$ cat config.mk
export PLATFORM = sky130hd
export DESIGN_NAME = dma_burst_ctrl
export DESIGN_NICKNAME = d
export VERILOG_FILES = /design/src/rtl/dbc_pkg.sv /design/src/rtl/dbc_len_decode.sv /design/src/rtl/dbc_addr_gen.sv /design/src/rtl/dbc_fsm.sv /design/src/rtl/dma_burst_ctrl.sv
export SDC_FILE = /design/constraint.sdc
export NUM_CORES = 1
export LEC_CHECK = 0
export BUFFER_PORTS_ARGS = -buffer_cell sky130_fd_sc_hd__buf_2
export CAP_MARGIN = 20
export CORE_MARGIN = 2
export CORE_UTILIZATION = 52
export DETAILED_ROUTE_END_ITERATION = 12
export GPL_TIMING_DRIVEN = 0
export HOLD_SLACK_MARGIN = 0.02
export PLACE_DENSITY = 0.79
export SYNTH_ARGS = -nofsm -noshare
export SYNTH_HDL_FRONTEND = slang
export SYNTH_SLANG_ARGS = --single-unit
$ cat constraint.sdc
create_clock -name clk -period 2.6 [get_ports clk]
set_input_delay 0.52 -clock clk [delete_from_list [all_inputs] [get_ports clk]]
set_output_delay 0.52 -clock clk [all_outputs]
set_load 0.01 [all_outputs]
$ cat src/rtl/dbc_pkg.sv
package dbc_pkg;

    typedef enum logic [2:0] {
        ST_IDLE,
        ST_REQ,
        ST_XFER,
        ST_GAP,
        ST_DONE
    } dbc_state_e;

    function automatic int unsigned max4(input int unsigned a, input int unsigned b,
                                         input int unsigned c, input int unsigned d);
        int unsigned m;
        m = a;
        if (b > m) m = b;
        if (c > m) m = c;
        if (d > m) m = d;
        return m;
    endfunction

endpackage

$ cat src/rtl/dbc_len_decode.sv
module dbc_len_decode #(
    parameter int unsigned LEN_W = 4,
    parameter int unsigned LEN0  = 1,
    parameter int unsigned LEN1  = 4,
    parameter int unsigned LEN2  = 8,
    parameter int unsigned LEN3  = 12
) (
    input  logic [1:0]       code,
    output logic [LEN_W-1:0] burst_len
);
    localparam int unsigned NCODES = 4;

    logic [LEN_W-1:0] table_w [NCODES];

    for (genvar i = 0; i < NCODES; i++) begin : g_entry
        localparam int unsigned VAL = (i == 0) ? LEN0 :
                                      (i == 1) ? LEN1 :
                                      (i == 2) ? LEN2 : LEN3;
        assign table_w[i] = LEN_W'(VAL);
    end

    assign burst_len = table_w[code];

endmodule

$ cat src/rtl/dbc_addr_gen.sv
module dbc_addr_gen #(
    parameter int unsigned ADDR_W = 16
) (
    input  logic              clk,
    input  logic              rst_n,
    input  logic              load,
    input  logic [ADDR_W-1:0] load_addr,
    input  logic              step,
    input  logic              word,
    output logic [ADDR_W-1:0] addr
);
    localparam logic [ADDR_W-1:0] BYTE_STEP = ADDR_W'(1);
    localparam logic [ADDR_W-1:0] WORD_STEP = ADDR_W'(2);

    logic [ADDR_W-1:0] addr_d, addr_q;

    always_comb begin
        addr_d = addr_q;
        if (load) begin
            addr_d = load_addr;
        end else if (step) begin
            addr_d = addr_q + (word ? WORD_STEP : BYTE_STEP);
        end
    end

    always_ff @(posedge clk or negedge rst_n) begin
        if (!rst_n) begin
            addr_q <= '0;
        end else begin
            addr_q <= addr_d;
        end
    end

    assign addr = addr_q;

endmodule

$ cat src/rtl/dbc_fsm.sv
module dbc_fsm
    import dbc_pkg::*;
#(
    parameter int unsigned CNT_W = 16,
    parameter int unsigned LEN_W = 4
) (
    input  logic             clk,
    input  logic             rst_n,
    input  logic             start,
    input  logic [CNT_W-1:0] total_count,
    input  logic             word_mode,
    input  logic             bus_grant,
    input  logic [LEN_W-1:0] burst_len,
    output logic             load,
    output logic             bus_req,
    output logic             xfer_strobe,
    output logic             xfer_word,
    output logic             done,
    output logic             busy
);
    localparam logic [CNT_W-1:0] CNT_ONE = CNT_W'(1);
    localparam logic [LEN_W-1:0] LEN_ONE = LEN_W'(1);

    typedef struct packed {
        dbc_state_e       st;
        logic [CNT_W-1:0] rem;
        logic [LEN_W-1:0] left;
        logic             word;
    } fsm_regs_t;

    fsm_regs_t r_d, r_q;
    logic      strobe_c;
    logic      load_c;

    always_comb begin
        r_d      = r_q;
        strobe_c = 1'b0;
        load_c   = 1'b0;
        unique case (r_q.st)
            ST_IDLE: begin
                if (start) begin
                    load_c   = 1'b1;
                    r_d.rem  = total_count;
                    r_d.word = word_mode;
                    r_d.st   = (total_count == '0) ? ST_DONE : ST_REQ;
                end
            end
            ST_REQ: begin
                if (bus_grant) begin
                    if (r_q.rem < CNT_W'(burst_len)) begin
                        r_d.left = LEN_W'(r_q.rem);
                    end else begin
                        r_d.left = burst_len;
                    end
                    r_d.st = ST_XFER;
                end
            end
            ST_XFER: begin
                if (bus_grant) begin
                    strobe_c = 1'b1;
                    r_d.rem  = r_q.rem - CNT_ONE;
                    r_d.left = r_q.left - LEN_ONE;
                    if (r_q.left == LEN_ONE) begin
                        r_d.st = (r_q.rem == CNT_ONE) ? ST_DONE : ST_GAP;
                    end
                end
            end
            ST_GAP: begin
                r_d.st = ST_REQ;
            end
            ST_DONE: begin
                r_d.st = ST_IDLE;
            end
            default: begin
                r_d.st = ST_IDLE;
            end
        endcase
    end

    always_ff @(posedge clk or negedge rst_n) begin
        if (!rst_n) begin
            r_q.st   <= ST_IDLE;
            r_q.rem  <= '0;
            r_q.left <= '0;
            r_q.word <= 1'b0;
        end else begin
            r_q <= r_d;
        end
    end

    assign load        = load_c;
    assign xfer_strobe = strobe_c;
    assign bus_req     = (r_q.st == ST_REQ) || (r_q.st == ST_XFER);
    assign done        = (r_q.st == ST_DONE);
    assign busy        = (r_q.st != ST_IDLE);
    assign xfer_word   = r_q.word;

endmodule

$ cat src/rtl/dma_burst_ctrl.sv
module dma_burst_ctrl #(
    parameter int unsigned CNT_W  = 16,
    parameter int unsigned ADDR_W = 16,
    parameter int unsigned LEN0   = 1,
    parameter int unsigned LEN1   = 4,
    parameter int unsigned LEN2   = 8,
    parameter int unsigned LEN3   = 12
) (
    input  logic              clk,
    input  logic              rst_n,
    input  logic [1:0]        burst_code,
    input  logic              word_mode,
    input  logic              start,
    input  logic [CNT_W-1:0]  total_count,
    input  logic [ADDR_W-1:0] start_addr,
    input  logic              bus_grant,
    output logic              bus_req,
    output logic              xfer_strobe,
    output logic              xfer_word,
    output logic [ADDR_W-1:0] xfer_addr,
    output logic              done,
    output logic              busy
);
    localparam int unsigned MAX_LEN = dbc_pkg::max4(LEN0, LEN1, LEN2, LEN3);
    localparam int unsigned LEN_W   = $clog2(MAX_LEN + 1);

    logic [LEN_W-1:0] burst_len;
    logic             load;

    dbc_len_decode #(
        .LEN_W(LEN_W), .LEN0(LEN0), .LEN1(LEN1), .LEN2(LEN2), .LEN3(LEN3)
    ) u_dec (
        .code      (burst_code),
        .burst_len (burst_len)
    );

    dbc_fsm #(
        .CNT_W(CNT_W), .LEN_W(LEN_W)
    ) u_fsm (
        .clk         (clk),
        .rst_n       (rst_n),
        .start       (start),
        .total_count (total_count),
        .word_mode   (word_mode),
        .bus_grant   (bus_grant),
        .burst_len   (burst_len),
        .load        (load),
        .bus_req     (bus_req),
        .xfer_strobe (xfer_strobe),
        .xfer_word   (xfer_word),
        .done        (done),
        .busy        (busy)
    );

    dbc_addr_gen #(
        .ADDR_W(ADDR_W)
    ) u_addr (
        .clk       (clk),
        .rst_n     (rst_n),
        .load      (load),
        .load_addr (start_addr),
        .step      (xfer_strobe),
        .word      (xfer_word),
        .addr      (xfer_addr)
    );

endmodule

==> results.cfg, run 1 <==
[grt]
grt_pass1_wl_um = 11100
grt_max_degree = 41
antenna_found_initial = 0
grt_pass1_vias = 2498
grt_overflow = 0
globalRouteTotalUtil = 0.254

[die]
start_util = 0.530
die_h_um = 75.7
die_area_um2 = 5730
row_count = 26
core_um2 = 5040
die_x_um = 75.7
io_pins = 60

[timing]
hold_slack_ns = 0.338
skew_ns = 0.0117
finalCritPeriodShare = 0.845
setup_viol = 0
slew_viol_final = 0
final_hold_viol_count = 0
tns_ns = 0
rsz0062_at_grt = false
worst_pin_slew_ns = 0.916
slew_headroom = 0.389
fmax_ghz = 0.455
min_period_ns = 2.20

[clocking]
cts_buffers = 5
ctsResizeCount = 0
cts-htree-levels = 2
holdBufCountCts = 0
worstSkewPairLatency_ns = 0.30
clockBufferDepth = 2
numClockSinks = 40
path_clk_slew_ns = 0.09
tritoncts = yes
post_cts_buffers = 0
clockRootBuffer = clkbuf_8

[worst_setup_path]
slowest_stage = dfrtp_1
crit_arrival_ns = 2.37
path_buf_inv = 2
cp-start-kind = flop
critical_path_class = reg2reg
crit_required_ns = 2.77
reg2reg_from = u_fsm.xfer_word$_DFFE_PN0P_
path_cells = inv_1, ha_1, inv_1, fa_1, and3b_1, nand4_1, nor2_1, xnor2_1, o21ai_1
crit_start = u_fsm.xfer_word$_DFFE_PN0P_
cp-end-kind = flop
path_max_fanout = 4
worst_path_most_repeated_cell = inv_1
cpPeakStageDelay_ns = 0.40
cp_top_family = simple AND/OR/NAND/NOR gates

[place]
port_buffers = 59
place_area_um2 = 3060
dp_hpwl_um = 4960
gp_congestion = 0.856

[route]
ant_nets = 0
wl_per_cell_um = 15.0
drt-total-wl_um = 6650
drcViolationCount = 0
routed-via-count = 2561
vias_per_cell = 5.79
dr.pass1.iters = 4
drtIter0Drc = 173

[finish]
finish.instance_area_um2 = 3170
num-fill-cells = 452
drive_above_1_share = 0.234
diodes = 0
areaGrowthSynthToFinish_pct = 18.5
regArea_um2 = 1000
multiInputGateArea_um2 = 1550
nNetsFinal = 419

[run_status]
status = finished clean

[synth]
synth_ff_type = dfrtp_1
syn_inst = 305
ys_types = 57
synth-seq-area-share = 0.374
synth_edf_count = 0
ys_ff_latch = 40
netlist_area_um2 = 2670
yosysWarningCount = 0
syn_nets = 353
async_flop_share = 1.00
syn_avg_cell_area_um2 = 8.77

[pwr]
p_per_area_nw_per_um2 = 1120
power.leakage_nw = 1.35
peakVddDrop_uv = 661

[hold_path]
hold_path_class = in2async

[run]
maxCapViolations = 0
## cell type report
| class | count | area share |
|---|---|---|
| flip-flops and latches | 40 | 0.316 |
| clock inverters | 3 | 0.0134 |
| repair buffers | 59 | 0.0932 |
| multi-input cells | 234 | 0.488 |
| well taps | 70 | 0.0276 |
| inverters | 13 | 0.0154 |
| plain buffers | 18 | 0.0245 |
| clock buffers | 5 | 0.0217 |
## layout by cell type (no fill, tap or decap), types with 2 or more instances in the layout
| master | count |
|---|---|
| nor4_4 | 2 |
| a2bb2oi_1 | 4 |
| a21oi_1 | 18 |
| and3_1 | 3 |
| a31oi_1 | 4 |
| nor2_1 | 30 |
| a311oi_1 | 2 |
| nor3b_1 | 3 |
| nand4bb_1 | 2 |
| nor4_1 | 8 |
| or3_1 | 4 |
| buf_2 | 64 |
| o211ai_2 | 2 |
| nand3_1 | 7 |
| nand3b_1 | 2 |
| xor2_1 | 5 |
| dfrtp_1 | 40 |
| nor3_1 | 4 |
| inv_1 | 13 |
| ha_1 | 8 |
| o21ai_0 | 6 |
| clkbuf_8 | 5 |
| and2_1 | 2 |
| o21ai_1 | 26 |
| clkbuf_1 | 11 |
| nand4_1 | 5 |
| nor4b_2 | 2 |
| xnor2_1 | 9 |
| a22oi_1 | 3 |
| o22ai_1 | 4 |
| nand2_1 | 33 |
| o22a_1 | 5 |
| and4_1 | 2 |
| mux2i_1 | 5 |
| or3b_1 | 3 |
## power by group
part / leakage (nW) / internal, mW / total, mW / switching [mW]
Clock: 0.0541 / 0.284 / 0.524 / 0.240
Combinational: 0.812 / 0.735 / 1.73 / 0.990
Sequential: 0.482 / 0.921 / 1.29 / 0.372
## sequential cells by signal, summed over array words and instances, names as in the netlist
name,cells
u_addr.addr,16
u_fsm.xfer_word,1
u_fsm.r_q,23
## per-stage QoR
stage	power, mW	setup WS, ns	cells	utilization
CTS	3.55	0.384	442	0.628
global placement	2.96	0.421	434	0.606
detailed placement	3.02	0.402	434	0.606
global route	3.85	0.213	442	0.628
finish	3.54	0.402	442	0.628
floorplan	2.48	0.603	305	-
## per-layer routing
metal | track usage | vias up | share of wire | routed length (um)
li1 | - | 1242 | - | -
met2 | 0.438 | 88 | 0.48 | 3160
met5 | 0 | - | 0 | 0
met1 | 0.315 | 1222 | 0.45 | 2970
met3 | 0.0608 | 9 | 0.064 | 427
met4 | 0.0780 | 0 | 0.013 | 85
## logic make-up (layout without fill, tap and decap cells)
group / Yosys count / after routing / synth area share
multiplexers: 6 / 6 / 0.0229
AO/OA/AOI/OAI: 83 / 83 / 0.203
adder cells (fa/ha/maj): 9 / 9 / 0.0449
buffers and inverters: 31 / 98 / 0.0473
flip-flops: 40 / 40 / 0.374
XOR/XNOR: 14 / 14 / 0.0459
AND/OR/NAND/NOR: 122 / 122 / 0.262
## final timing paths
check,slack (ns),end,cells after the start
setup / recovery,0.40,u_addr.addr[14]$_DFFE_PN0P_,9
hold / removal,0.34,u_fsm.r_q[9]$_DFFE_PN0P_,1
setup reg to reg,0.40,u_addr.addr[14]$_DFFE_PN0P_,9
hold reg to reg,0.56,u_fsm.r_q[4]$_DFFE_PN0P_,2
max in group asynchronous,1.67,u_fsm.r_q[23]$_DFFE_PN0P_,1
min in group clk,0.43,u_addr.addr[12]$_DFFE_PN0P_,3
## cell usage after synthesis, types with 6 or more instances
master | count | area [um2]
a21oi_1 | 18 | 90.1
xnor2_1 | 9 | 78.8
ha_1 | 8 | 100
inv_1 | 13 | 48.8
o21ai_1 | 26 | 130
nor4_1 | 8 | 50.1
nand2_1 | 33 | 124
nand3_1 | 7 | 35.0
nor2_1 | 30 | 113
dfrtp_1 | 40 | 1000
clkbuf_1 | 11 | 41.3
o21ai_0 | 6 | 30.0
## worst reg2reg max path, delay by kind of cell, from the launching register on
family	cells	cell delay, ns
buffers and inverters	2	0.19
AOI/OAI and AO/OA	1	0.07
xor gates and xnor gates	1	0.13
adders and majority gates	2	0.55
DFF	1	0.40
and+or+nand+nor	3	0.72
No activity file was read; power rests on OpenSTA's default activity.
==> run 2: changes to the inputs <==
--- a/config.mk
+++ b/config.mk
@@ -5,10 +5,11 @@
 export SDC_FILE = /design/constraint.sdc
 export NUM_CORES = 1
 export LEC_CHECK = 0
+export ABC_AREA = 1
 export BUFFER_PORTS_ARGS = -buffer_cell sky130_fd_sc_hd__buf_2
 export CAP_MARGIN = 20
 export CORE_MARGIN = 2
-export CORE_UTILIZATION = 52
+export CORE_UTILIZATION = 50
 export DETAILED_ROUTE_END_ITERATION = 12
 export GPL_TIMING_DRIVEN = 0
 export HOLD_SLACK_MARGIN = 0.02
==> constraint.sdc (replaced) <==
create_clock -name clk -period 1.9 [get_ports clk]
set_input_delay 0.38 -clock clk [delete_from_list [all_inputs] [get_ports clk]]
set_output_delay 0.38 -clock clk [all_outputs]
set_load 0.01 [all_outputs]
==> results.cfg, run 2 <==
[die]
die_x_um = 80.6
die_h_um = 80.6
io_pins = 60
die_area_um2 = 6500
start_util = 0.527
core_um2 = 5570
row_count = 27

[synth]
async_flop_share = 1.00
yosysMostFrequentCell = nand2_1
synth_top_area_cell = dfrtp_1
synth_top_area_frac = 0.341
ys_types = 40
synth_top_cells_by_count = nand2_1 (105), nor2_1 (64), inv_1 (49), dfrtp_1 (40), o21ai_0 (34)
ys_ff_latch = 40
synth_edf_count = 0
yosysWarningCount = 0
netlist_area_um2 = 2940
synth_area_leaders = dfrtp_1 (34%), nand2_1 (13%), nor2_1 (8.2%)
syn_avg_cell_area_um2 = 6.89
syn_inst = 426
syn_nets = 474
synth_ff_type = dfrtp_1
synth-seq-area-share = 0.341

[worst_setup_path]
path_cells = inv_2, ha_4, inv_2, fa_2, nor2_4, nand2_2, nor2_4, nand3_2, nand2_1, nand2_1, o21bai_1, nand2_1
path_max_fanout = 4
r2r_cells = 12
r2r-end = u_addr.addr[12]$_DFFE_PN0P_
reg2reg_setup_slack_ns = 0.05
cp_top_family = simple AND/OR/NAND/NOR gates
crit_arrival_ns = 2.03
crit_required_ns = 2.08
slowest_stage = dfrtp_1
cpPeakStageDelay_ns = 0.40
reg2reg_from = u_fsm.xfer_word$_DFFE_PN0P_
cp-start-kind = flop
worst_path_most_repeated_cell = nand2_1
cp-end-kind = flop
path_buf_inv = 2
critical_path_class = reg2reg

[finish]
areaGrowthSynthToFinish_pct = 19.9
finalNonFillerCells = 571
fin_util = 0.631
num-fill-cells = 543
nNetsFinal = 547
final_cell_mix = nand2_1 (103), buf_2 (67), nor2_1 (61), inv_1 (46), dfrtp_1 (40)
diodes = 0
drive_above_1_share = 0.246
layout_commonest_cell = nand2_1
largest_reg_flops = 23
largest-register = u_fsm.r_q

[timing]
fmax_ghz = 0.540
setup_viol = 0
slew_headroom = 0.369
worst_pin_slew_ns = 0.947
skew_ns = 0.00994
setup_slack_ns = 0.0495
rsz0062_at_grt = true
tns_ns = 0
final_hold_viol_count = 0
min_period_ns = 1.85
slew_viol_final = 0
finalCritPeriodShare = 0.974

[run_status]
status = finished clean

[clocking]
cts_buffers = 5
path_clk_slew_ns = 0.08
clockBufferDepth = 2
cts-htree-levels = 2
numClockSinks = 40
tritoncts = yes
clockRootBuffer = clkbuf_8
worstSkewPairLatency_ns = 0.30

[route]
drt-total-wl_um = 8180
wl_per_cell_um = 14.3
vias_per_cell = 5.45
drtIter0Drc = 260
ant_nets = 0
dr.pass1.iters = 5
drcViolationCount = 0
routed-via-count = 3114

[place]
place_inst = 557
pre_cts_ws_ns = -0.142
gp_congestion = 0.923
port_buffers = 59
dp_hpwl_um = 5810

[pwr]
p_seq_frac = 0.303
share_clk_of_total_power = 0.099
p_per_area_nw_per_um2 = 1590
peakVddDrop_uv = 754
p_switching_mw = 2.86
power.leakage_nw = 1.79
internal-power_mw = 2.74
swShare = 0.511
combPwrFrac = 0.598

[grt]
antenna_found_initial = 0
globalRouteTotalUtil = 0.261
grt_max_degree = 41
grt_pass1_wl_um = 13200
grt_pass1_vias = 2899
grt_overflow = 0

[run]
maxCapViolations = 0

[hold_path]
hold_path_class = in2async
run 2: cell count changes after synthesis, sizes merged, moves of 5 or more:
cell	before	now
nand3	7	27
inv	13	54
o21ai	32	37
xnor2	9	1
nand2	33	108
nor2	31	72
clkbuf	11	0
nor4	11	0
mux2i	5	0
nor3	5	10
o22a	5	0
run 2: power groups by stage:
| stage | sequential [mW] | clock [mW] | combinational (mW) |
|---|---|---|---|
| final | 1.70 | 0.556 | 3.35 |
| after global routing | 1.75 | 0.598 | 3.76 |
| after CTS | 1.68 | 0.569 | 3.22 |
| after detailed placement | 1.69 | 0 | 3.05 |
| after global placement | 1.67 | 0 | 2.97 |
| after floorplan | 1.68 | 0 | 2.16 |
run 2: what timing repair did:
action                                  in CTS  in global routing
hold buffers                                 0                  0
endpoints found under the setup margin       4                  8
buffers inserted                             6                  2
pin swaps                                    7                  9
gates resized for setup                      9                 10
run 2: how the worst max path moves through the flow:
stage | start | end | slack (ns) | depth (start not counted)
floorplan | u_fsm.xfer_word$_DFFE_PN0P_ | u_addr.addr[12]$_DFFE_PN0P_ | 0.003 | 12
global placement | u_fsm.xfer_word$_DFFE_PN0P_ | u_addr.addr[12]$_DFFE_PN0P_ | -0.10 | 12
detailed placement | u_fsm.xfer_word$_DFFE_PN0P_ | u_addr.addr[10]$_DFFE_PN0P_ | -0.14 | 11
CTS | u_fsm.xfer_word$_DFFE_PN0P_ | u_addr.addr[12]$_DFFE_PN0P_ | -0.01 | 12
global route | u_fsm.xfer_word$_DFFE_PN0P_ | u_addr.addr[12]$_DFFE_PN0P_ | -0.06 | 12
finish | u_fsm.xfer_word$_DFFE_PN0P_ | u_addr.addr[12]$_DFFE_PN0P_ | 0.05 | 12
run 2: per-layer routing:
metal	GRT usage	routed length, um
met2	0.444	3940
met3	0.0371	599
met5	0	0
met4	0.0661	120
met1	0.348	3520
run 2: through the flow:
stage	cell area [um2]	total power, mW	hold WS (ns)
CTS	3480	5.46	0.250
detailed placement	3320	4.74	0.514
global placement	3320	4.64	0.509
global route	3520	6.10	0.312
floorplan	2940	3.85	0.0844
finish	3520	5.60	0.217
run 2: cells by family (layout without fill, tap and decap cells):
group | Yosys count | in the layout | synth area share
AOI/OAI and AO/OA | 74 | 74 | 0.148
xor gates and xnor gates | 5 | 5 | 0.0149
adders and majority gates | 9 | 9 | 0.0409
buffers and inverters | 65 | 138 | 0.0946
DFF | 40 | 40 | 0.341
and+or+nand+nor | 233 | 233 | 0.361
run 2: cell type report:
class | count | area, um2 | area share
tap | 72 | 90.1 | 0.0256
inverter | 54 | 208 | 0.0590
buffer | 11 | 70.1 | 0.0199
clock buffer | 6 | 72.6 | 0.0206
timing repair buffer | 66 | 348 | 0.0988
clock inverter | 1 | 5.00 | 0.00142
sequential | 40 | 1000 | 0.284
multi-input combinational | 321 | 1730 | 0.490
run 2: worst register-to-register path, stage by stage, from the launching register on:
cell,delay [ns]
dfrtp_1,0.40
inv_2,0.08
ha_4,0.13
inv_2,0.04
fa_2,0.36
nor2_4,0.13
nand2_2,0.09
nor2_4,0.15
nand3_2,0.07
nand2_1,0.06
nand2_1,0.05
o21bai_1,0.12
nand2_1,0.06
==> run 3: changes to the inputs <==
--- a/config.mk
+++ b/config.mk
@@ -5,15 +5,15 @@
 export SDC_FILE = /design/constraint.sdc
 export NUM_CORES = 1
 export LEC_CHECK = 0
-export ABC_AREA = 1
+export ABC_AREA = 0
 export BUFFER_PORTS_ARGS = -buffer_cell sky130_fd_sc_hd__buf_2
 export CAP_MARGIN = 20
 export CORE_MARGIN = 2
-export CORE_UTILIZATION = 50
+export CORE_UTILIZATION = 49
 export DETAILED_ROUTE_END_ITERATION = 12
 export GPL_TIMING_DRIVEN = 0
 export HOLD_SLACK_MARGIN = 0.02
-export PLACE_DENSITY = 0.79
+export PLACE_DENSITY = 0.78
 export SYNTH_ARGS = -nofsm -noshare
 export SYNTH_HDL_FRONTEND = slang
 export SYNTH_SLANG_ARGS = --single-unit
==> results.cfg, run 3 (same netlist as run 1, synthesis figures left out) <==
[worst_setup_path]
crit_arrival_ns = 2.14
cp_top_family = simple AND/OR/NAND/NOR gates
path_buf_inv = 0
path_cells = or4_4, nor4b_4, nand3b_1, nor4_2, o22ai_1
crit_required_ns = 2.07
cp-end-kind = flop
cp-start-kind = flop
path_max_fanout = 4
critical_path_class = reg2reg
slowest_stage = or4_4
reg2reg_setup_slack_ns = -0.08
cpPeakStageDelay_ns = 0.60

[die]
start_util = 0.517
die_x_um = 77.9
core_um2 = 5170
die_area_um2 = 6060
die_h_um = 77.9
row_count = 26
io_pins = 60

[clocking]
path_clk_slew_ns = 0.09
clockRootBuffer = clkbuf_8
clockBufferDepth = 2
numClockSinks = 40
cts_buffers = 5
worstSkewPairLatency_ns = 0.31
holdBufCountCts = 0
cts-htree-levels = 2
tritoncts = yes

[finish]
layout_commonest_cell = buf_2
areaGrowthSynthToFinish_pct = 31.7
largest-register = u_fsm.r_q
fin_util = 0.681
drive_above_1_share = 0.373
largest_reg_flops = 23
diodes = 0
final_cell_mix = buf_2 (64), dfrtp_1 (34), nand2_1 (33), nor2_1 (28), o21ai_1 (26)
nNetsFinal = 438

[timing]
min_period_ns = 1.98
worst_pin_slew_ns = 0.934
tns_ns = -0.340
slew_viol_final = 0
final_hold_viol_count = 0
finalCritPeriodShare = 1.04
skew_ns = 0.00588
setup_viol = 8
slew_headroom = 0.377
rsz0062_at_grt = true
fmax_ghz = 0.506
setup_slack_ns = -0.0754

[route]
drcViolationCount = 0
drt-total-wl_um = 7640
vias_per_cell = 5.92
dr.pass1.iters = 6
routed-via-count = 2730
ant_nets = 0
wl_per_cell_um = 16.6
drtIter0Drc = 272

[grt]
antenna_found_initial = 0
grt_pass1_vias = 2541
grt_pass1_wl_um = 12100
grt_max_degree = 41
grt_overflow = 0
globalRouteTotalUtil = 0.248

[place]
port_buffers = 59
dp_hpwl_um = 5210
gp_congestion = 0.871

[pwr]
peakVddDrop_uv = 843
p_per_area_nw_per_um2 = 1550
power.leakage_nw = 1.50

[run_status]
violations = setup timing
status = finished, violations left

[run]
maxCapViolations = 0

[hold_path]
hold_path_class = in2async
run 3: changes by cell type in the layout (fill, tap and decap cells not counted), moves of 6 or more:
cell / before / now
nor4_1: 0 / 6
nor2_1: 61 / 28
inv_1: 46 / 9
buf_4: 8 / 21
dfrtp_2: 0 / 6
nand2_1: 103 / 33
dfrtp_1: 40 / 34
nand3_1: 23 / 4
o211ai_1: 7 / 1
o21ai_1: 2 / 26
xnor2_1: 1 / 9
o21ai_0: 32 / 6
run 3: repair_timing:
| item | 4_1_cts | 5_1_grt |
|---|---|---|
| setup buffers | 8 | 13 |
| resized for setup | 21 | 29 |
| pin swaps | 8 | 9 |
| endpoints found under the setup margin | 38 | 37 |
run 3: worst register-to-register path, delay by kind of cell, from the launching register on:
kind | cells | cell delay [ns]
simple gates | 4 | 1.29
flops | 1 | 0.44
compound gates | 1 | 0.11
run 3: routing by layer:
metal | up-vias | track usage | wire, um
met5 | - | 0 | 0
met4 | 0 | 0.0768 | 106
met3 | 14 | 0.0419 | 373
met2 | 110 | 0.408 | 3860
met1 | 1324 | 0.333 | 3300
li1 | 1282 | - | -
run 3: layout make-up:
class                           instances  area [um2]
Inverter                               13        48.8
Tap cell                               70        87.6
Timing Repair Buffer                   80         457
Buffer                                 16        86.3
Sequential cell                        40        1010
Fill cell                             390        1650
Clock buffer                            5        68.8
Clock inverter                          3        46.3
Multi-Input combinational cell        234        1720
run 3: metrics by stage:
step / hold WS (ns) / area (um2) / cells / power [mW] / setup slack, ns
2_1_floorplan: 0.0844 / 2690 / 305 / 3.42 / 0.00412
3_3_place_gp: 0.526 / 3070 / 434 / 4.09 / -0.154
3_5_place_dp: 0.538 / 3070 / 434 / 4.20 / -0.197
4_1_cts: 0.232 / 3320 / 449 / 5.09 / -0.0757
5_1_grt: 0.264 / 3520 / 461 / 5.88 / -0.151
6_report: 0.205 / 3520 / 461 / 5.47 / -0.0754
run 3: worst paths after layout:
kind | startpoint | to | cells past startpoint
max | u_fsm.r_q[6]$_DFFE_PN0P_ | u_fsm.r_q[20]$_DFFE_PN0P_ | 5
min | rst_n | u_addr.addr[14]$_DFFE_PN0P_ | 1
max reg2reg | u_fsm.r_q[6]$_DFFE_PN0P_ | u_fsm.r_q[20]$_DFFE_PN0P_ | 5
min reg2reg | u_fsm.r_q[4]$_DFFE_PN0P_ | u_fsm.r_q[4]$_DFFE_PN0P_ | 2
max in group asynchronous | rst_n | u_fsm.r_q[9]$_DFFE_PN0P_ | 1
min in group clk | start_addr[15] | u_addr.addr[15]$_DFFE_PN0P_ | 3
run 3: power breakdown:
group | leakage, nW | switching [mW] | internal (mW)
logic | 0.968 | 1.59 | 1.31
clock network | 0.0548 | 0.346 | 0.396
registers | 0.476 | 0.553 | 1.27
